### src/rtl/cap_pkg.sv
// Package: shared widths, mode codes and mode helpers for the capture unit.
// Assumes a 4-bit mode field. Codes 4'b0100..4'b0111 are the capture modes.
package cap_pkg;

    localparam int MODE_W = 4;

    typedef logic [MODE_W-1:0] mode_t;

    localparam mode_t MODE_OFF    = 4'b0000;
    localparam mode_t MODE_FALL   = 4'b0100;
    localparam mode_t MODE_RISE   = 4'b0101;
    localparam mode_t MODE_RISE4  = 4'b0110;
    localparam mode_t MODE_RISE16 = 4'b0111;

    // True for any of the four capture codes.
    function automatic logic is_capture(input mode_t m);
        return (m[3:2] == 2'b01);
    endfunction

    // True when the edge detector must look at the inverted pin level.
    function automatic logic is_inverted(input mode_t m);
        return (m == MODE_FALL);
    endfunction

endpackage

### src/rtl/cap_sync.sv
// Module: cap_sync
// Brings the asynchronous pin into the clk domain through STAGES flops.
// Assumes STAGES >= 1. The reset value of every stage is 0.
module cap_sync #(
    parameter int STAGES = 2
) (
    input  logic clk,
    input  logic rst_n,
    input  logic pin_async,
    output logic pin_sync
);

    logic [STAGES-1:0] stg;

    for (genvar i = 0; i < STAGES; i++) begin : g_stage
        if (i == 0) begin : g_first
            // First stage samples the raw pin.
            always_ff @(posedge clk) begin
                if (!rst_n) stg[i] <= 1'b0;
                else        stg[i] <= pin_async;
            end
        end else begin : g_next
            // Later stages take the value of the stage before them.
            always_ff @(posedge clk) begin
                if (!rst_n) stg[i] <= 1'b0;
                else        stg[i] <= stg[i-1];
            end
        end
    end

    assign pin_sync = stg[STAGES-1];

endmodule

### src/rtl/cap_edge.sv
// Module: cap_edge
// Flags a qualifying edge on the synchronized pin. The pin is first XORed with
// the polarity of the current mode, and a 0->1 change of that level is an edge.
// The previous level is registered in every mode, so a polarity change can
// itself look like an edge. That spurious edge is intended.
module cap_edge
    import cap_pkg::*;
(
    input  logic  clk,
    input  logic  rst_n,
    input  logic  pin_sync,
    input  mode_t mode,
    output logic  edge_o
);

    logic lvl_now;
    logic lvl_prev;

    // Polarity-adjusted level of the pin.
    always_comb lvl_now = pin_sync ^ is_inverted(mode);

    // Remember the level from the previous clock.
    always_ff @(posedge clk) begin
        if (!rst_n) lvl_prev <= 1'b0;
        else        lvl_prev <= lvl_now;
    end

    // A qualifying edge exists only in a capture mode.
    always_comb edge_o = is_capture(mode) & lvl_now & ~lvl_prev;

endmodule

### src/rtl/cap_prescale.sv
// Module: cap_prescale
// Counts qualifying edges and decides which of them fire a capture.
// The count is cleared by reset and by any non-capture mode. A switch between
// capture modes leaves the count as it was.
module cap_prescale
    import cap_pkg::*;
#(
    parameter int PRE_W = 4
) (
    input  logic             clk,
    input  logic             rst_n,
    input  mode_t            mode,
    input  logic             edge_i,
    output logic             fire_o,
    output logic [PRE_W-1:0] count_o
);

    localparam int LOW_W = 2;

    logic [PRE_W-1:0] cnt;

    // Count edges in capture modes. Clear the count otherwise.
    always_ff @(posedge clk) begin
        if (!rst_n)                 cnt <= '0;
        else if (!is_capture(mode)) cnt <= '0;
        else if (edge_i)            cnt <= cnt + 1'b1;
    end

    // Choose the firing edge from the mode and the count before this edge.
    always_comb begin
        fire_o = 1'b0;
        if (edge_i) begin
            unique case (mode)
                MODE_FALL, MODE_RISE: fire_o = 1'b1;
                MODE_RISE4:           fire_o = &cnt[LOW_W-1:0];
                MODE_RISE16:          fire_o = &cnt;
                default:              fire_o = 1'b0;
            endcase
        end
    end

    assign count_o = cnt;

endmodule

### src/rtl/cap_regs.sv
// Module: cap_regs
// Holds the mode field, the capture register and the sticky flag.
// If a capture and a flag clear land in the same clock, the flag stays set.
module cap_regs
    import cap_pkg::*;
#(
    parameter int TMR_W = 16
) (
    input  logic             clk,
    input  logic             rst_n,
    input  logic             fire_i,
    input  logic [TMR_W-1:0] tmr_value,
    input  logic             mode_wr_en,
    input  mode_t            mode_wr_data,
    input  logic             flag_wr_en,
    input  logic             flag_wr_data,
    output mode_t            mode_q,
    output logic [TMR_W-1:0] cap_value,
    output logic             flag_q
);

    logic flag_clr;

    // Mode field register.
    always_ff @(posedge clk) begin
        if (!rst_n)          mode_q <= MODE_OFF;
        else if (mode_wr_en) mode_q <= mode_wr_data;
    end

    // Capture register: loads the timer on a fire and holds otherwise.
    always_ff @(posedge clk) begin
        if (!rst_n)      cap_value <= '0;
        else if (fire_i) cap_value <= tmr_value;
    end

    // A clear is a flag write of zero.
    always_comb flag_clr = flag_wr_en & ~flag_wr_data;

    // Sticky flag. Setting has priority over clearing.
    always_ff @(posedge clk) begin
        if (!rst_n)        flag_q <= 1'b0;
        else if (fire_i)   flag_q <= 1'b1;
        else if (flag_clr) flag_q <= 1'b0;
    end

endmodule

### src/rtl/capture_unit.sv
// Module: capture_unit (top)
// Input capture unit: synchronizer, then edge detector, then prescaler, then
// registers. The timer is external and arrives as tmr_value. The capture
// register is split into high and low bytes for reading.
module capture_unit
    import cap_pkg::*;
#(
    parameter int TMR_W       = 16,
    parameter int SYNC_STAGES = 2,
    parameter int PRE_W       = 4
) (
    input  logic               clk,
    input  logic               rst_n,
    input  logic               cap_pin,
    input  logic [TMR_W-1:0]   tmr_value,
    input  logic               mode_wr_en,
    input  logic [MODE_W-1:0]  mode_wr_data,
    input  logic               flag_wr_en,
    input  logic               flag_wr_data,
    output logic [MODE_W-1:0]  mode_q,
    output logic [TMR_W/2-1:0] cap_hi,
    output logic [TMR_W/2-1:0] cap_lo,
    output logic               irq_flag
);

    localparam int HALF_W = TMR_W / 2;

    logic             pin_sync;
    logic             edge_evt;
    logic             cap_strobe;
    logic [PRE_W-1:0] pre_cnt;
    logic [TMR_W-1:0] cap_value;
    mode_t            mode_r;

    cap_sync #(.STAGES(SYNC_STAGES)) u_sync (
        .clk       (clk),
        .rst_n     (rst_n),
        .pin_async (cap_pin),
        .pin_sync  (pin_sync)
    );

    cap_edge u_edge (
        .clk      (clk),
        .rst_n    (rst_n),
        .pin_sync (pin_sync),
        .mode     (mode_r),
        .edge_o   (edge_evt)
    );

    cap_prescale #(.PRE_W(PRE_W)) u_pre (
        .clk     (clk),
        .rst_n   (rst_n),
        .mode    (mode_r),
        .edge_i  (edge_evt),
        .fire_o  (cap_strobe),
        .count_o (pre_cnt)
    );

    cap_regs #(.TMR_W(TMR_W)) u_regs (
        .clk          (clk),
        .rst_n        (rst_n),
        .fire_i       (cap_strobe),
        .tmr_value    (tmr_value),
        .mode_wr_en   (mode_wr_en),
        .mode_wr_data (mode_wr_data),
        .flag_wr_en   (flag_wr_en),
        .flag_wr_data (flag_wr_data),
        .mode_q       (mode_r),
        .cap_value    (cap_value),
        .flag_q       (irq_flag)
    );

    assign mode_q = mode_r;
    assign cap_hi = cap_value[TMR_W-1:HALF_W];
    assign cap_lo = cap_value[HALF_W-1:0];

endmodule

### config.mk
export PLATFORM = sky130hd
export DESIGN_NAME = capture_unit
export DESIGN_NICKNAME = d
export VERILOG_FILES = /design/src/rtl/cap_pkg.sv /design/src/rtl/cap_sync.sv /design/src/rtl/cap_edge.sv /design/src/rtl/cap_prescale.sv /design/src/rtl/cap_regs.sv /design/src/rtl/capture_unit.sv
export SDC_FILE = /design/constraint.sdc
export NUM_CORES = 1
export LEC_CHECK = 0
export BUFFER_PORTS_ARGS = -buffer_cell sky130_fd_sc_hd__clkbuf_2
export CAP_MARGIN = 0
export CORE_ASPECT_RATIO = 0.75
export CORE_MARGIN = 1.5
export CORE_UTILIZATION = 50
export DETAILED_ROUTE_END_ITERATION = 10
export HOLD_SLACK_MARGIN = 0.1
export PLACE_DENSITY = 0.82
export SYNTH_ARGS = -nofsm -noshare
export SYNTH_HDL_FRONTEND = slang
export SYNTH_HIERARCHICAL = 1
export SYNTH_SLANG_ARGS = --single-unit
export TNS_END_PERCENT = 10
### constraint.sdc
create_clock -name clk -period 5.7 [get_ports clk]
set_clock_uncertainty 0.2 [all_clocks]
set_input_delay 1.14 -clock clk [delete_from_list [all_inputs] [get_ports clk]]
set_output_delay 1.14 -clock clk [all_outputs]
set_load 0.005 [all_outputs]
==> reports/results.tsv <==
stage	metric	value	unit
status	status	complete, no violations	
floorplanning	num_rows	14	
layout	syn2layout_area_growth	22.5	%
synth	ys_ff_latch	28	
clock_tree	cts_setup_buffers	0	
synth	syn-mean-instance-area	11.1	sq um
critical_path	critPathKind	reg -> reg	
clock_tree	clock_latency	0.33	ns
critical_path	worst_ep_required_time	5.74	ns
clock_tree	cts_buffer_depth	2	
placed_design	dp_hpwl	1600	um
synth	seq_area_frac_synth	48.6	%
worst_hold_path	hp-class	reg -> reg	
synth	ys_types	29	
pwr	intPower	254	uW
job	cap_violations	0	
sta	min_period	3.08	ns
routing	wirelength	2140	um
critical_path	cp-end-kind	flip-flop	
routing	initialDrtViolationCount	17	
synth	async_reset_ff_share	0	%
pwr	powerDensity	229	nW/um^2
global_routing	grt_first_pass_wirelength	3280	um
clock_tree	cts_tree	built	
placed_design	place_congestion	0.719	
pwr	combPwrFrac	8.1	%
floorplanning	start_util	55.3	%
layout	drive_above_1_share	35.6	%
routing	drc	0	
global_routing	gr-usage-all-layers	17.1	%
synth	synth_ff_type	dfxtp_1	
critical_path	reg2reg_slack	2.62	ns
routing	first_pass_iters	4	
sta	timing.fmax	325	MHz
floorplanning	io_pins	47	
synth	synth-edff-count	0	
clock_tree	numCtsBuffers	3	
pwr	ir_drop	153	uV
global_routing	antenna_found_initial	0	
sta	tns	0	ns
global_routing	grt_max_degree	29	
clock_tree	path_clk_slew	0.14	ns
critical_path	crit_fanout	18	
global_routing	first_global_vias	795	
critical_path	worstSetupStartpointType	flip-flop	
synth	syn-cell-area	1150	sq um
sta	slew_headroom	22.2	%
routing	vias	866	
layout	final_util	67.8	%
sta	min_period_over_period	54.0	%
layout	antenna_cells	0	
sta	rsz0062_at_grt	no	
layout	fill_cells	179	
clock_tree	cts_hold_buffers	0	
floorplanning	fp.dieW	58.5	um
floorplanning	core	2080	sq um
clock_tree	root_buffer	clkbuf_4	
clock_tree	h-tree-depth	1	
sta	slew_violations	0	
layout	multi_input_area	544	sq um
placed_design	io_buffer_count	46	
synth	syn-num-nets	131	
clock_tree	cts_resized	0	
sta	hold_viol_final	0	
critical_path	cp.arrival	3.11	ns
synth	ys_warn_count	6	
floorplanning	die_area	2610	sq um
routing	ant_nets	0	
global_routing	grt_overflow	0	
clock_tree	cts.sinks	28	
synth	synthCells	104	
floorplanning	die_h	44.6	um
pwr	leakage	0.000584	uW
layout	nNetsFinal	177	
sta	tightest_slew	1.16	ns
sta	setup_violations	0	
pwr	p_clk_share	29.2	%
routing	wl_per_cell	12.4	um
pwr	sequentialPowerShare	62.7	%
routing	via_per_inst	5.01	
pwr	switching_share	21.5	%
pwr	switching_power	69.7	uW
layout	seq_area	561	sq um
-- cell type report --
| cell class | count | share of cell area [%] |
|---|---|---|
| Inverter | 1 | 0.266 |
| Clock buffer | 4 | 2.57 |
| Tap cell | 24 | 2.13 |
| Sequential cell | 28 | 39.7 |
| Timing Repair Buffer | 47 | 16.8 |
| Multi-Input combinational cell | 69 | 38.5 |
-- placed cells by master, fill, tap and decap left out, types with 2 or more instances in the layout --
| master | synthesis | final |
|---|---|---|
| clkbuf_2 | 1 | 46 |
| clkbuf_4 | 0 | 3 |
| nor2b_1 | 20 | 20 |
| and2_1 | 2 | 2 |
| dfxtp_1 | 28 | 28 |
| nor2_1 | 3 | 3 |
| o21ai_0 | 2 | 2 |
| nand3b_1 | 3 | 3 |
| mux2i_1 | 23 | 23 |
-- worst max-delay path, stage by stage (launching register included) --
cell       delay, ns
dfxtp_1         0.39
or3_1           0.36
a2111oi_1       1.04
nand3b_1        0.17
a31oi_2         0.18
buf_4           0.31
mux2i_1         0.25
nor2b_1         0.07
-- power groups by stage --
stage	Clock (uW)	Combinational, uW	Sequential (uW)
global placement	0	25.2	207
global route	107	28.6	204
detailed placement	0	26.2	207
finish	94.5	26.2	203
CTS	99.8	26.2	203
floorplan	0	13.9	207
-- cells in the mapped netlist, types with 2 or more instances --
library cell,count,share of area (%)
nor2_1,3,0.98
mux2i_1,23,20
and2_1,2,1.1
dfxtp_1,28,49
o21ai_0,2,0.87
nand3b_1,3,2.0
clkbuf_1,2,0.65
nor2b_1,20,11
-- through the flow --
stage	total power [uW]	instance area [sq um]	hold WS, ns	std cells	setup slack (ns)
after floorplan	221	1150	0.212	104	3.37
after global placement	232	1380	0.218	169	2.83
after detailed placement	233	1380	0.228	169	2.62
after CTS	329	1410	0.261	173	2.62
after global routing	339	1410	0.279	173	2.39
final	324	1410	0.255	173	2.62
-- logic make-up (layout without fill, tap and decap cells) --
| kind of cell | Yosys count | count (layout) | share of synthesized area, % |
|---|---|---|---|
| simple gates | 38 | 38 | 21.3 |
| flops | 28 | 28 | 48.6 |
| mux | 23 | 23 | 20.0 |
| buf+inv | 7 | 52 | 4.77 |
| compound gates | 6 | 6 | 3.58 |
| fa+ha+maj | 1 | 1 | 1.08 |
| xor+xnor | 1 | 1 | 0.759 |
-- sequential cells by signal, summed over array words and instances (netlist names) --
signal and flops:
u_sync/stg 1, u_regs/mode_q 4, u_regs/cap_value 16, u_sync/pin_sync 1, u_edge/lvl_prev 1, u_pre/count_o 4
u_regs/flag_q 1
-- layer usage --
layer | up-vias | GRT usage (%) | wire length [um]
li1 | 444 | - | -
met1 | 394 | 19.4 | 959
met2 | 26 | 30.1 | 1030
met3 | 2 | 6.14 | 138
met4 | 0 | 5.58 | 13
met5 | - | 0 | 0
-- path summary, 6_finish.rpt --
path,end,startpoint,depth (start not counted)
worst min-delay path,u_sync/pin_sync$_SDFF_PN0_,u_sync/stg[0]$_SDFF_PN0_,1
worst min register to register,u_sync/pin_sync$_SDFF_PN0_,u_sync/stg[0]$_SDFF_PN0_,1
worst max-delay path,u_regs/cap_value[15]$_SDFFE_PN0P_,u_regs/mode_q[1]$_SDFFE_PN0P_,7
worst max register to register,u_regs/cap_value[15]$_SDFFE_PN0P_,u_regs/mode_q[1]$_SDFFE_PN0P_,7
No activity file was read; power rests on OpenSTA's default activity.
